### src/rtl/flash_cmd_pkg.sv
package flash_cmd_pkg;
  typedef enum logic [1:0] {
    OP_NONE = 2'd0,
    OP_PROG = 2'd1,
    OP_SECT = 2'd2,
    OP_CHIP = 2'd3
  } op_kind_e;

  typedef enum logic [2:0] {
    SQ_IDLE,
    SQ_UNL1,
    SQ_UNL2,
    SQ_PDATA,
    SQ_ERA1,
    SQ_ERA2,
    SQ_ERA3
  } seq_e;

  localparam logic [15:0] UNL_ADDR_A = 16'h5555;
  localparam logic [15:0] UNL_ADDR_B = 16'h2AAA;
  localparam logic [7:0]  UNL_BYTE_A = 8'hAA;
  localparam logic [7:0]  UNL_BYTE_B = 8'h55;
  localparam logic [7:0]  CMD_PROG   = 8'hA0;
  localparam logic [7:0]  CMD_ERASE  = 8'h80;
  localparam logic [7:0]  CMD_SECT   = 8'h30;
  localparam logic [7:0]  CMD_CHIP   = 8'h10;
  localparam logic [7:0]  CMD_ID_IN  = 8'h90;
  localparam logic [7:0]  CMD_ID_OUT = 8'hF0;
  localparam logic [15:0] MFR_CODE   = 16'h00BF;
  localparam int unsigned TOGGLE_BIT = 6;
endpackage

### src/rtl/flash_bus_edge.sv
module flash_bus_edge (
  input  logic clk_i,
  input  logic rst_ni,
  input  logic we_ni,
  input  logic oe_ni,
  input  logic ce_ni,
  output logic wr_stb_o,
  output logic rd_end_o
);
  logic we_q, oe_q;

  always_ff @(posedge clk_i or negedge rst_ni) begin
    if (!rst_ni) begin
      we_q <= 1'b1;
      oe_q <= 1'b1;
    end else begin
      we_q <= we_ni;
      oe_q <= oe_ni;
    end
  end

  // write taken on strobe rise, only with chip enabled and outputs off
  assign wr_stb_o = !we_q && we_ni && !ce_ni && oe_ni;
  assign rd_end_o = !oe_q && oe_ni && !ce_ni && we_ni;
endmodule

### src/rtl/flash_seq_fsm.sv
module flash_seq_fsm
  import flash_cmd_pkg::*;
#(
  parameter int unsigned ADDR_W = 16,
  parameter int unsigned DATA_W = 16
) (
  input  logic              clk_i,
  input  logic              rst_ni,
  input  logic              wr_stb_i,
  input  logic              busy_i,
  input  logic [ADDR_W-1:0] addr_i,
  input  logic [DATA_W-1:0] wdata_i,
  output logic              start_o,
  output op_kind_e          kind_o,
  output logic              id_mode_o
);
  localparam logic [ADDR_W-1:0] ADR_A = ADDR_W'(UNL_ADDR_A);
  localparam logic [ADDR_W-1:0] ADR_B = ADDR_W'(UNL_ADDR_B);

  seq_e seq_q, seq_d;
  logic id_q, id_d;
  logic [7:0] byte_w;
  logic at_a, at_b;

  assign byte_w = wdata_i[7:0];
  assign at_a   = (addr_i == ADR_A);
  assign at_b   = (addr_i == ADR_B);

  always_comb begin
    seq_d   = seq_q;
    id_d    = id_q;
    start_o = 1'b0;
    kind_o  = OP_NONE;
    if (wr_stb_i && !busy_i) begin
      seq_d = SQ_IDLE;  // any mismatch aborts
      unique case (seq_q)
        SQ_IDLE: if (at_a && byte_w == UNL_BYTE_A) seq_d = SQ_UNL1;
        SQ_UNL1: if (at_b && byte_w == UNL_BYTE_B) seq_d = SQ_UNL2;
        SQ_UNL2: begin
          if (at_a) begin
            unique case (byte_w)
              CMD_PROG:   if (!id_q) seq_d = SQ_PDATA;
              CMD_ERASE:  if (!id_q) seq_d = SQ_ERA1;
              CMD_ID_IN:  id_d = 1'b1;
              CMD_ID_OUT: id_d = 1'b0;
              default:    seq_d = SQ_IDLE;
            endcase
          end
        end
        SQ_PDATA: begin
          start_o = 1'b1;
          kind_o  = OP_PROG;
        end
        SQ_ERA1: if (at_a && byte_w == UNL_BYTE_A) seq_d = SQ_ERA2;
        SQ_ERA2: if (at_b && byte_w == UNL_BYTE_B) seq_d = SQ_ERA3;
        SQ_ERA3: begin
          if (byte_w == CMD_SECT) begin
            start_o = 1'b1;
            kind_o  = OP_SECT;
          end else if (at_a && byte_w == CMD_CHIP) begin
            start_o = 1'b1;
            kind_o  = OP_CHIP;
          end
        end
        default: seq_d = SQ_IDLE;
      endcase
    end
  end

  always_ff @(posedge clk_i or negedge rst_ni) begin
    if (!rst_ni) begin
      seq_q <= SQ_IDLE;
      id_q  <= 1'b0;
    end else begin
      seq_q <= seq_d;
      id_q  <= id_d;
    end
  end

  assign id_mode_o = id_q;

  // sequence state moves only on an accepted bus write
  a_r4_seq_on_write: assert property (@(posedge clk_i) disable iff (!rst_ni)
    !wr_stb_i |=> $stable(seq_q));
  // nothing is decoded while an operation runs
  a_r5_idle_busy: assert property (@(posedge clk_i) disable iff (!rst_ni)
    busy_i |=> (seq_q == SQ_IDLE) && $stable(id_q));
endmodule

### src/rtl/flash_op_timer.sv
module flash_op_timer
  import flash_cmd_pkg::*;
#(
  parameter int unsigned PROG_CYC = 20,
  parameter int unsigned SECT_CYC = 1000,
  parameter int unsigned CHIP_CYC = 5000
) (
  input  logic     clk_i,
  input  logic     rst_ni,
  input  logic     start_i,
  input  op_kind_e kind_i,
  input  logic     rd_end_i,
  output logic     busy_o,
  output logic     toggle_o
);
  localparam int unsigned MAX_PS  = (PROG_CYC > SECT_CYC) ? PROG_CYC : SECT_CYC;
  localparam int unsigned MAX_CYC = (MAX_PS > CHIP_CYC) ? MAX_PS : CHIP_CYC;
  localparam int unsigned CNT_W   = $clog2(MAX_CYC + 1);

  logic [CNT_W-1:0] cnt_q, load_w;
  logic busy_q, tgl_q;

  always_comb begin
    unique case (kind_i)
      OP_SECT: load_w = CNT_W'(SECT_CYC - 1);
      OP_CHIP: load_w = CNT_W'(CHIP_CYC - 1);
      default: load_w = CNT_W'(PROG_CYC - 1);
    endcase
  end

  always_ff @(posedge clk_i or negedge rst_ni) begin
    if (!rst_ni) begin
      cnt_q  <= '0;
      busy_q <= 1'b0;
      tgl_q  <= 1'b0;
    end else if (start_i) begin
      cnt_q  <= load_w;
      busy_q <= 1'b1;
      tgl_q  <= 1'b0;
    end else if (busy_q) begin
      if (cnt_q == '0) busy_q <= 1'b0;
      else             cnt_q  <= cnt_q - 1'b1;
      if (rd_end_i) tgl_q <= ~tgl_q;
    end
  end

  assign busy_o   = busy_q;
  assign toggle_o = tgl_q;

  // toggle frozen outside an operation
  a_r9_toggle_idle: assert property (@(posedge clk_i) disable iff (!rst_ni)
    (!busy_q && !start_i) |=> $stable(tgl_q));
  // counter never runs while idle
  a_r10_cnt_idle: assert property (@(posedge clk_i) disable iff (!rst_ni)
    (!busy_q && !start_i) |=> !busy_q);
endmodule

### src/rtl/flash_read_mux.sv
module flash_read_mux
  import flash_cmd_pkg::*;
#(
  parameter int unsigned ADDR_W = 16,
  parameter int unsigned DATA_W = 16,
  parameter logic [DATA_W-1:0] DEV_ID = 16'h2781
) (
  input  logic              busy_i,
  input  logic              toggle_i,
  input  logic              id_mode_i,
  input  logic [ADDR_W-1:0] addr_i,
  input  logic [DATA_W-1:0] array_i,
  output logic [DATA_W-1:0] rdata_o
);
  always_comb begin
    rdata_o = array_i;
    if (busy_i) begin
      rdata_o = '0;
      rdata_o[TOGGLE_BIT] = toggle_i;
    end else if (id_mode_i) begin
      if (addr_i == ADDR_W'(0))      rdata_o = DATA_W'(MFR_CODE);
      else if (addr_i == ADDR_W'(1)) rdata_o = DEV_ID;
      else                           rdata_o = '0;
    end
  end
endmodule

### src/rtl/flash_cmd_seq.sv
module flash_cmd_seq
  import flash_cmd_pkg::*;
#(
  parameter int unsigned ADDR_W   = 16,
  parameter int unsigned DATA_W   = 16,
  parameter logic [DATA_W-1:0] DEV_ID = 16'h2781,
  parameter int unsigned PROG_CYC = 20,
  parameter int unsigned SECT_CYC = 1000,
  parameter int unsigned CHIP_CYC = 5000
) (
  input  logic              clk_i,
  input  logic              rst_ni,
  input  logic [ADDR_W-1:0] addr_i,
  input  logic [DATA_W-1:0] wdata_i,
  input  logic              we_ni,
  input  logic              oe_ni,
  input  logic              ce_ni,
  input  logic [DATA_W-1:0] array_rdata_i,
  output logic [DATA_W-1:0] rdata_o,
  output logic              busy_o,
  output logic              op_valid_o,
  output logic [1:0]        op_kind_o,
  output logic [ADDR_W-1:0] op_addr_o,
  output logic [DATA_W-1:0] op_data_o
);
  logic wr_stb, rd_end, start_w, busy_w, tgl_w, id_mode;
  op_kind_e kind_w;

  flash_bus_edge i_edge (
    .clk_i, .rst_ni, .we_ni, .oe_ni, .ce_ni,
    .wr_stb_o (wr_stb),
    .rd_end_o (rd_end)
  );

  flash_seq_fsm #(.ADDR_W(ADDR_W), .DATA_W(DATA_W)) i_fsm (
    .clk_i, .rst_ni,
    .wr_stb_i  (wr_stb),
    .busy_i    (busy_w),
    .addr_i,
    .wdata_i,
    .start_o   (start_w),
    .kind_o    (kind_w),
    .id_mode_o (id_mode)
  );

  flash_op_timer #(.PROG_CYC(PROG_CYC), .SECT_CYC(SECT_CYC), .CHIP_CYC(CHIP_CYC)) i_timer (
    .clk_i, .rst_ni,
    .start_i  (start_w),
    .kind_i   (kind_w),
    .rd_end_i (rd_end),
    .busy_o   (busy_w),
    .toggle_o (tgl_w)
  );

  flash_read_mux #(.ADDR_W(ADDR_W), .DATA_W(DATA_W), .DEV_ID(DEV_ID)) i_rmux (
    .busy_i    (busy_w),
    .toggle_i  (tgl_w),
    .id_mode_i (id_mode),
    .addr_i,
    .array_i   (array_rdata_i),
    .rdata_o
  );

  always_ff @(posedge clk_i or negedge rst_ni) begin
    if (!rst_ni) begin
      op_valid_o <= 1'b0;
      op_kind_o  <= OP_NONE;
      op_addr_o  <= '0;
      op_data_o  <= '0;
    end else begin
      op_valid_o <= start_w;
      if (start_w) begin
        op_kind_o <= kind_w;
        op_addr_o <= addr_i;
        op_data_o <= wdata_i;
      end
    end
  end

  assign busy_o = busy_w;

  // busy only ever rises together with a start pulse
  a_r2_busy_cause: assert property (@(posedge clk_i) disable iff (!rst_ni)
    $rose(busy_o) |-> op_valid_o);
  // no start while busy
  a_r5_no_start_busy: assert property (@(posedge clk_i) disable iff (!rst_ni)
    busy_o |-> !start_w);
  // ID mode and busy never overlap
  a_r6_id_not_busy: assert property (@(posedge clk_i) disable iff (!rst_ni)
    !(id_mode && busy_o));
  // gated strobes never start anything
  a_r8_gate: assert property (@(posedge clk_i) disable iff (!rst_ni)
    (!oe_ni || ce_ni) |=> !op_valid_o);
  // status word carries only the toggle bit
  a_r9_status_shape: assert property (@(posedge clk_i) disable iff (!rst_ni)
    busy_o |-> (rdata_o & ~(DATA_W'(1) << TOGGLE_BIT)) == '0);
endmodule

### config.mk
export PLATFORM = sky130hd
export DESIGN_NAME = flash_cmd_seq
export DESIGN_NICKNAME = d
export VERILOG_FILES = /design/src/rtl/flash_cmd_pkg.sv /design/src/rtl/flash_bus_edge.sv /design/src/rtl/flash_seq_fsm.sv /design/src/rtl/flash_op_timer.sv /design/src/rtl/flash_read_mux.sv /design/src/rtl/flash_cmd_seq.sv
export SDC_FILE = /design/constraint.sdc
export NUM_CORES = 1
export LEC_CHECK = 0
export ABC_AREA = 1
export BUFFER_PORTS_ARGS = -buffer_cell sky130_fd_sc_hd__buf_2
export CORE_MARGIN = 2
export CORE_UTILIZATION = 25
export DETAILED_ROUTE_END_ITERATION = 16
export PLACE_DENSITY = 0.55
export SLEW_MARGIN = 10
export SYNTH_ARGS = -nofsm -noshare
export SYNTH_HDL_FRONTEND = slang
export SYNTH_SLANG_ARGS = --single-unit
### constraint.sdc
create_clock -name clk_i -period 2.7 [get_ports clk_i]
set_input_delay 0.675 -clock clk_i [delete_from_list [all_inputs] [get_ports clk_i]]
set_output_delay 0.675 -clock clk_i [all_outputs]
set_load 0.05 [all_outputs]
== Word-level counts from Yosys, hierarchy flattened ==
Cells that the tools add are included.

* Bits in writable memories: 0
* Logic and storage cells: 88
* Input bits: 53
* Bits in latches: 0
* ROM bits: 0
* Memories kept: 0
* Register bits after elaboration: 56
* Output and inout port bits: 52

* Multipliers: 0
* Equal/unequal tests: 20
* Bitwise logic cells: 1
* Order comparisons: 0
* Shift operators: 0
* $add $sub $neg: 1
* Reductions and logical operators: 23
* Mux-type cells: 32
* Divide/modulo/power cells: 0

{| class="wikitable"
|+ Operators with widths
! operator !! number
|-
| 16-bit 2-to-1 mux || 3
|-
| 8-bit equality test (second input constant) || 5
|-
| 13-bit 2-to-1 mux || 3
|-
| 13-bit case mux with 2 select lines || 1
|-
| 16-bit by 1-bit equality test with 1-bit output (second input constant) || 1
|-
| 16-bit by 14-bit equality test with 1-bit output (second input constant) || 1
|-
| 16-bit by 15-bit equality test with 1-bit output (second input constant) || 1
|-
| 16-bit zero test || 1
|-
| 3-bit case mux with 5 select lines || 1
|-
| 14-bit 2-to-1 mux || 1
|-
| 13-bit zero test || 1
|-
| 13-bit by 1-bit subtractor with 13-bit output (second input constant) || 1
|-
| 3-bit 2-to-1 mux || 4
|-
| 1-bit logical AND || 10
|-
| 1-bit 2-to-1 mux || 10
|-
| 2-bit 2-to-1 mux || 5
|-
| 3-bit equality test (second input constant) || 3
|-
| 8-bit by 5-bit equality test with 1-bit output (second input constant) || 1
|-
| 8-bit by 6-bit equality test with 1-bit output (second input constant) || 1
|-
| 8-bit by 7-bit equality test with 1-bit output (second input constant) || 1
|-
| 3-bit by 2-bit equality test with 1-bit output (second input constant) || 2
|-
| 3-bit case mux with 2 select lines || 1
|-
| 2-bit nonzero test || 3
|-
| 2-bit equality test (second input constant) || 2
|-
| other kinds (9) || 14
|}

== Depth between registers and ports, before layout ==
* Word-level depth: 9
* Mapped depth: 12

== Hierarchy ==
From an unflattened synthesis, not the netlist that was laid out.

* Cell total of the unflattened synthesis: 498
* Area total of the unflattened synthesis: 3414.5 um^2

{| class="wikitable"
|+ By module, submodules not included
! module !! cells each !! sequential area each (um^2) !! times used !! area an instance (um^2)
|-
| flash_cmd_seq || 145 || 875.8 || 1 || 1370.1
|-
| flash_op_timer || 146 || 375.4 || 1 || 1013.5
|-
| flash_seq_fsm || 133 || 100.1 || 1 || 666.9
|-
| flash_read_mux || 64 || 0.0 || 1 || 276.5
|-
| flash_bus_edge || 10 || 52.6 || 1 || 87.6
|}

== Worst setup path after synthesis ==
Ideal clock, no wire load.

* Path kind: flip-flop to output port
* From: reg i_timer.busy_q, in the netlist i_timer.busy_o
* To: out rdata_o[10]
* Stages on the path, launching flop included: 6
* Arrival time: 2.037 ns
* Path buffers: 0
* Setup slack: -0.012 ns
* Path through: dfrtp_1 inv_1 nand4_1 nor3_1 a21boi_0 nor2_1

* Longest elaborated chain between the ends: 1

{| class="wikitable"
|+ RTL lines
! what !! RTL line !! source
|-
| from (decl) || flash_op_timer.sv:21 || <nowiki>logic busy_q, tgl_q;</nowiki>
|-
| from (signal assigned) || flash_op_timer.sv:34 || <nowiki>busy_q <= 1'b0;</nowiki>
|-
| from (signal assigned) || flash_op_timer.sv:38 || <nowiki>busy_q <= 1'b1;</nowiki>
|-
| from (signal assigned) || flash_op_timer.sv:41 || <nowiki>if (cnt_q == '0) busy_q <= 1'b0;</nowiki>
|-
| 16-bit 2-to-1 mux || flash_read_mux.sv:17 || <nowiki>if (busy_i) begin</nowiki>
|-
| to (decl) || flash_cmd_seq.sv:19 || <nowiki>output logic [DATA_W-1:0] rdata_o,</nowiki>
|}

Every way passes these cells.

== Worst setup path in the final report ==
* From: in addr_i[14]
* To: out rdata_o[0]

* Longest elaborated chain between the ends: 5

{| class="wikitable"
|+ RTL lines
! what !! RTL line !! source
|-
| from (decl) || flash_cmd_seq.sv:13 || <nowiki>input logic [ADDR_W-1:0] addr_i,</nowiki>
|-
| 16-bit by 1-bit equality test with 1-bit output || flash_read_mux.sv:22 || <nowiki>else if (addr_i == ADDR_W'(1)) rdata_o = DEV_ID;</nowiki>
|-
| 14-bit 2-to-1 mux || flash_read_mux.sv:22 ||
|-
| 16-bit 2-to-1 mux (*) || flash_read_mux.sv:21 || <nowiki>if (addr_i == ADDR_W'(0)) rdata_o = DATA_W'(MFR_CODE);</nowiki>
|-
| 16-bit 2-to-1 mux (*) || flash_read_mux.sv:20 || <nowiki>end else if (id_mode_i) begin</nowiki>
|-
| 16-bit 2-to-1 mux (*) || flash_read_mux.sv:17 ||
|}

Every way passes the cells marked *; elsewhere a longest branch is shown, timed or not.

==> flow_metrics.py <==
metrics = {
    "final_layout": {
        "postLayoutCellArea_um2": 4270,
        "drive_above_1_share_pct": 33.2,
        "num_antenna_cells": 0,
        "nNetsFinal": 602,
        "fillers": 1357,
        "final_util_pct": 33.7,
        "syn_to_final_growth_pct": 30.9,
    },
    "cts": {
        "cts_buffers": 5,
        "hold_buffers": 0,
        "clk_pin_slew_ps": 70,
        "cts_root_buf": "clkbuf_16",
        "cts_buffer_depth": 2,
        "clock_latency_ps": 300,
        "tritoncts": "built",
        "cts_sinks": 56,
        "htreeDepth": 2,
    },
    "synthesis": {
        "yosysMostFrequentCell": "nand2_1",
        "synth.largest_area_cell": "dfrtp_1",
        "yosys.area.top_type_share_pct": 41.4,
        "yosys-top-cells-count": "nand2_1 (120), nor2_1 (72), dfrtp_1 (54)",
        "synth_ff_type": "dfrtp_1",
        "synth.distinct_cells": 38,
        "synth_fp_nets": 482,
        "ys_seq_elements": 56,
        "ys_top_cells_by_area": "dfrtp_1 (41%), nand2_1 (14%), nor2_1 (8.3%), inv_1 (5.2%), nand2_2 (3.1%)",
        "synth.avg_cell_area_um2": 7.63,
        "ys_seq_area_share_pct": 43.0,
        "synth-edff-count": 0,
        "yosys_warnings": 0,
        "synth_cells": 428,
        "async_flop_share_pct": 100,
        "syn_area_um2": 3260,
    },
    "status": {
        "outcome": "completed",
    },
    "routing": {
        "route.detailed.drc": 0,
        "wl_mm": 9.01,
        "drt_first_iter_violations": 139,
        "vias": 3140,
        "ant_nets": 0,
        "vias_per_cell": 4.36,
        "wl_per_cell_um": 12.5,
        "dr.pass1.iters": 4,
    },
    "setup_path": {
        "arrival_ps": 1870,
        "cp-start-kind": "input port",
        "crit_path_top_delay_cell": "nor3_2",
        "max_stage_delay_ps": 220,
        "critPathBufInv": 4,
        "crit_family": "simple AND/OR/NAND/NOR gates",
        "crit_required_ps": 2030,
        "critPathMaxFanout": 2,
        "crit_path_cell_trace": "buf_2 > nor2_2 > nand4_1 > nor3_2 > buf_4 > nand2_1 > nand2_1 > o21ai_0 > inv_1 > buf_4",
        "endpoint_kind": "output port",
        "critPathKind": "input port to output port",
    },
    "place": {
        "gp_congestion": 0.867,
        "io_buffers": 104,
        "place_ws_ps": -33.9,
        "placed_area_um2": 4080,
        "hpwl_mm": 7.00,
    },
    "sta": {
        "finalHoldViolCount": 0,
        "slew_headroom_pct": 54.5,
        "fmax_ghz": 0.393,
        "finalSetupViolations": 0,
        "rsz0062_at_grt": "no",
        "final.setup_skew_ps": 4.87,
        "drv_slew": 0,
        "finalCritPeriodShare_pct": 94.3,
        "min_period_ps": 2540,
        "tns_ps": 0,
        "setup_slack_ps": 155,
        "worstMarginPinSlew_ps": 683,
    },
    "floorplanning": {
        "io_pins": 105,
        "start_util_pct": 25.8,
        "die_h_um": 118,
        "rows": 41,
        "dieArea_um2": 14000,
        "coreArea_um2": 12700,
        "die_w_um": 118,
    },
    "grt": {
        "track_usage_pct": 13.3,
        "antenna_found_initial": 0,
        "grt_pass1_wl_mm": 15.0,
        "grt_max_degree": 41,
        "gr-total-overflow": 0,
        "grt_pass1_vias": 3151,
    },
    "flow_run": {
        "cap_violations": 0,
    },
    "power_and_ir_drop": {
        "power_density_nw_per_um2": 415,
        "peakVddDrop_mv": 0.347,
        "power.leakage_nw": 2.35,
    },
    "hold_path": {
        "hp-class": "input port to async pin",
    },
}
## cell type report
type                       count  area (um^2)  area share [%]
tap                          172          215            5.04
timing repair buffer         122          714            16.7
clock inverter                 2         35.0           0.820
sequential                    56         1410            32.9
clock buffer                   6          129            3.02
multi-input combinational    313         1580            37.1
inverter                      50          190            4.45
## worst register-to-register path, cell delays in order (launching register included)
cell and delay (ps):
dfrtp_1 400, inv_1 80, ha_1 240, nand2_1 100, nor2_1 220, nand3_1 140, nand2_1 190, buf_4 200
nand4_4 190, nor2_1 140, nor2_1 50
## layout by cell type, fill, tap and decap left out, drive strengths merged
master	n
a21oi	4
clkbuf	7
nand4	15
nand3b	2
nor4	3
nand2	140
a21boi	2
nand3	22
ha	1
xor2	3
o21bai	1
dfrtp	54
o211ai	1
clkinv	1
nor2	77
o21ai	32
nor3	9
dfstp	2
bufinv	1
buf	121
xnor2	1
inv	50
## routing by layer
metal | vias to the layer above | global-route usage [%] | routed length [um]
li1 | 1589 | - | -
met1 | 1464 | 16.8 | 4170
met2 | 76 | 21.7 | 4190
met3 | 11 | 3.43 | 466
met4 | 0 | 5.12 | 178
met5 | - | 0 | 0
## registers in the layout (all words and copies together), names as in the netlist
| signal | count |
|---|---|
| i_timer.toggle_o | 1 |
| i_edge.we_q | 1 |
| op_valid_o | 1 |
| i_edge.oe_q | 1 |
| i_timer.busy_o | 1 |
| op_addr_o | 16 |
| op_data_o | 16 |
| i_fsm.seq_q | 3 |
| op_kind_o | 2 |
| i_fsm.id_mode_o | 1 |
| i_timer.cnt_q | 13 |
## what timing repair did
item / CTS / global route
gates resized for setup: 6 / 10
setup buffers: 0 / 0
endpoints found under the setup margin: 6 / 7
pin swaps: 0 / 3
endpoints found under the hold margin: 0 / 0
## path summary, 6_finish.rpt
path	startpoint	end	slack [ps]	cells past startpoint
worst max-delay path	addr_i[14]	rdata_o[0]	160	10
worst min-delay path	rst_ni	op_data_o[6]	400	1
worst max register to register	i_timer.cnt_q[0]	i_timer.cnt_q[2]	660	10
worst min register to register	op_data_o[0]	op_data_o[0]	470	2
max in group asynchronous	rst_ni	i_edge.oe_q	1640	2
min in group clk_i	op_data_o[0]	op_data_o[0]	470	2
## logic make-up (layout without fill, tap and decap cells)
family | Yosys count | after routing | synth area share, %
AO/OA/AOI/OAI | 40 | 40 | 7.59
XOR/XNOR | 4 | 4 | 1.07
adder cells (fa/ha/maj) | 1 | 1 | 0.383
buffers and inverters | 59 | 180 | 8.82
flip-flops | 56 | 56 | 43.0
AND/OR/NAND/NOR | 268 | 268 | 39.1
## power by group
| group | total (W) | switching [W] | internal [W] |
|---|---|---|---|
| Clock | 0.000746 | 0.000309 | 0.000437 |
| Sequential | 0.000850 | 0.00000202 | 0.000848 |
| Combinational | 0.000178 | 0.000115 | 0.0000622 |
## through the flow
stage | hold WS (ps) | power (W) | cells
6_report | 396 | 0.00177 | 721
5_1_grt | 447 | 0.00185 | 721
4_1_cts | 418 | 0.00180 | 721
3_5_place_dp | 459 | 0.00104 | 713
3_3_place_gp | 454 | 0.00104 | 713
2_1_floorplan | 379 | 0.000943 | 428
Power figures use the tool's default switching activity.
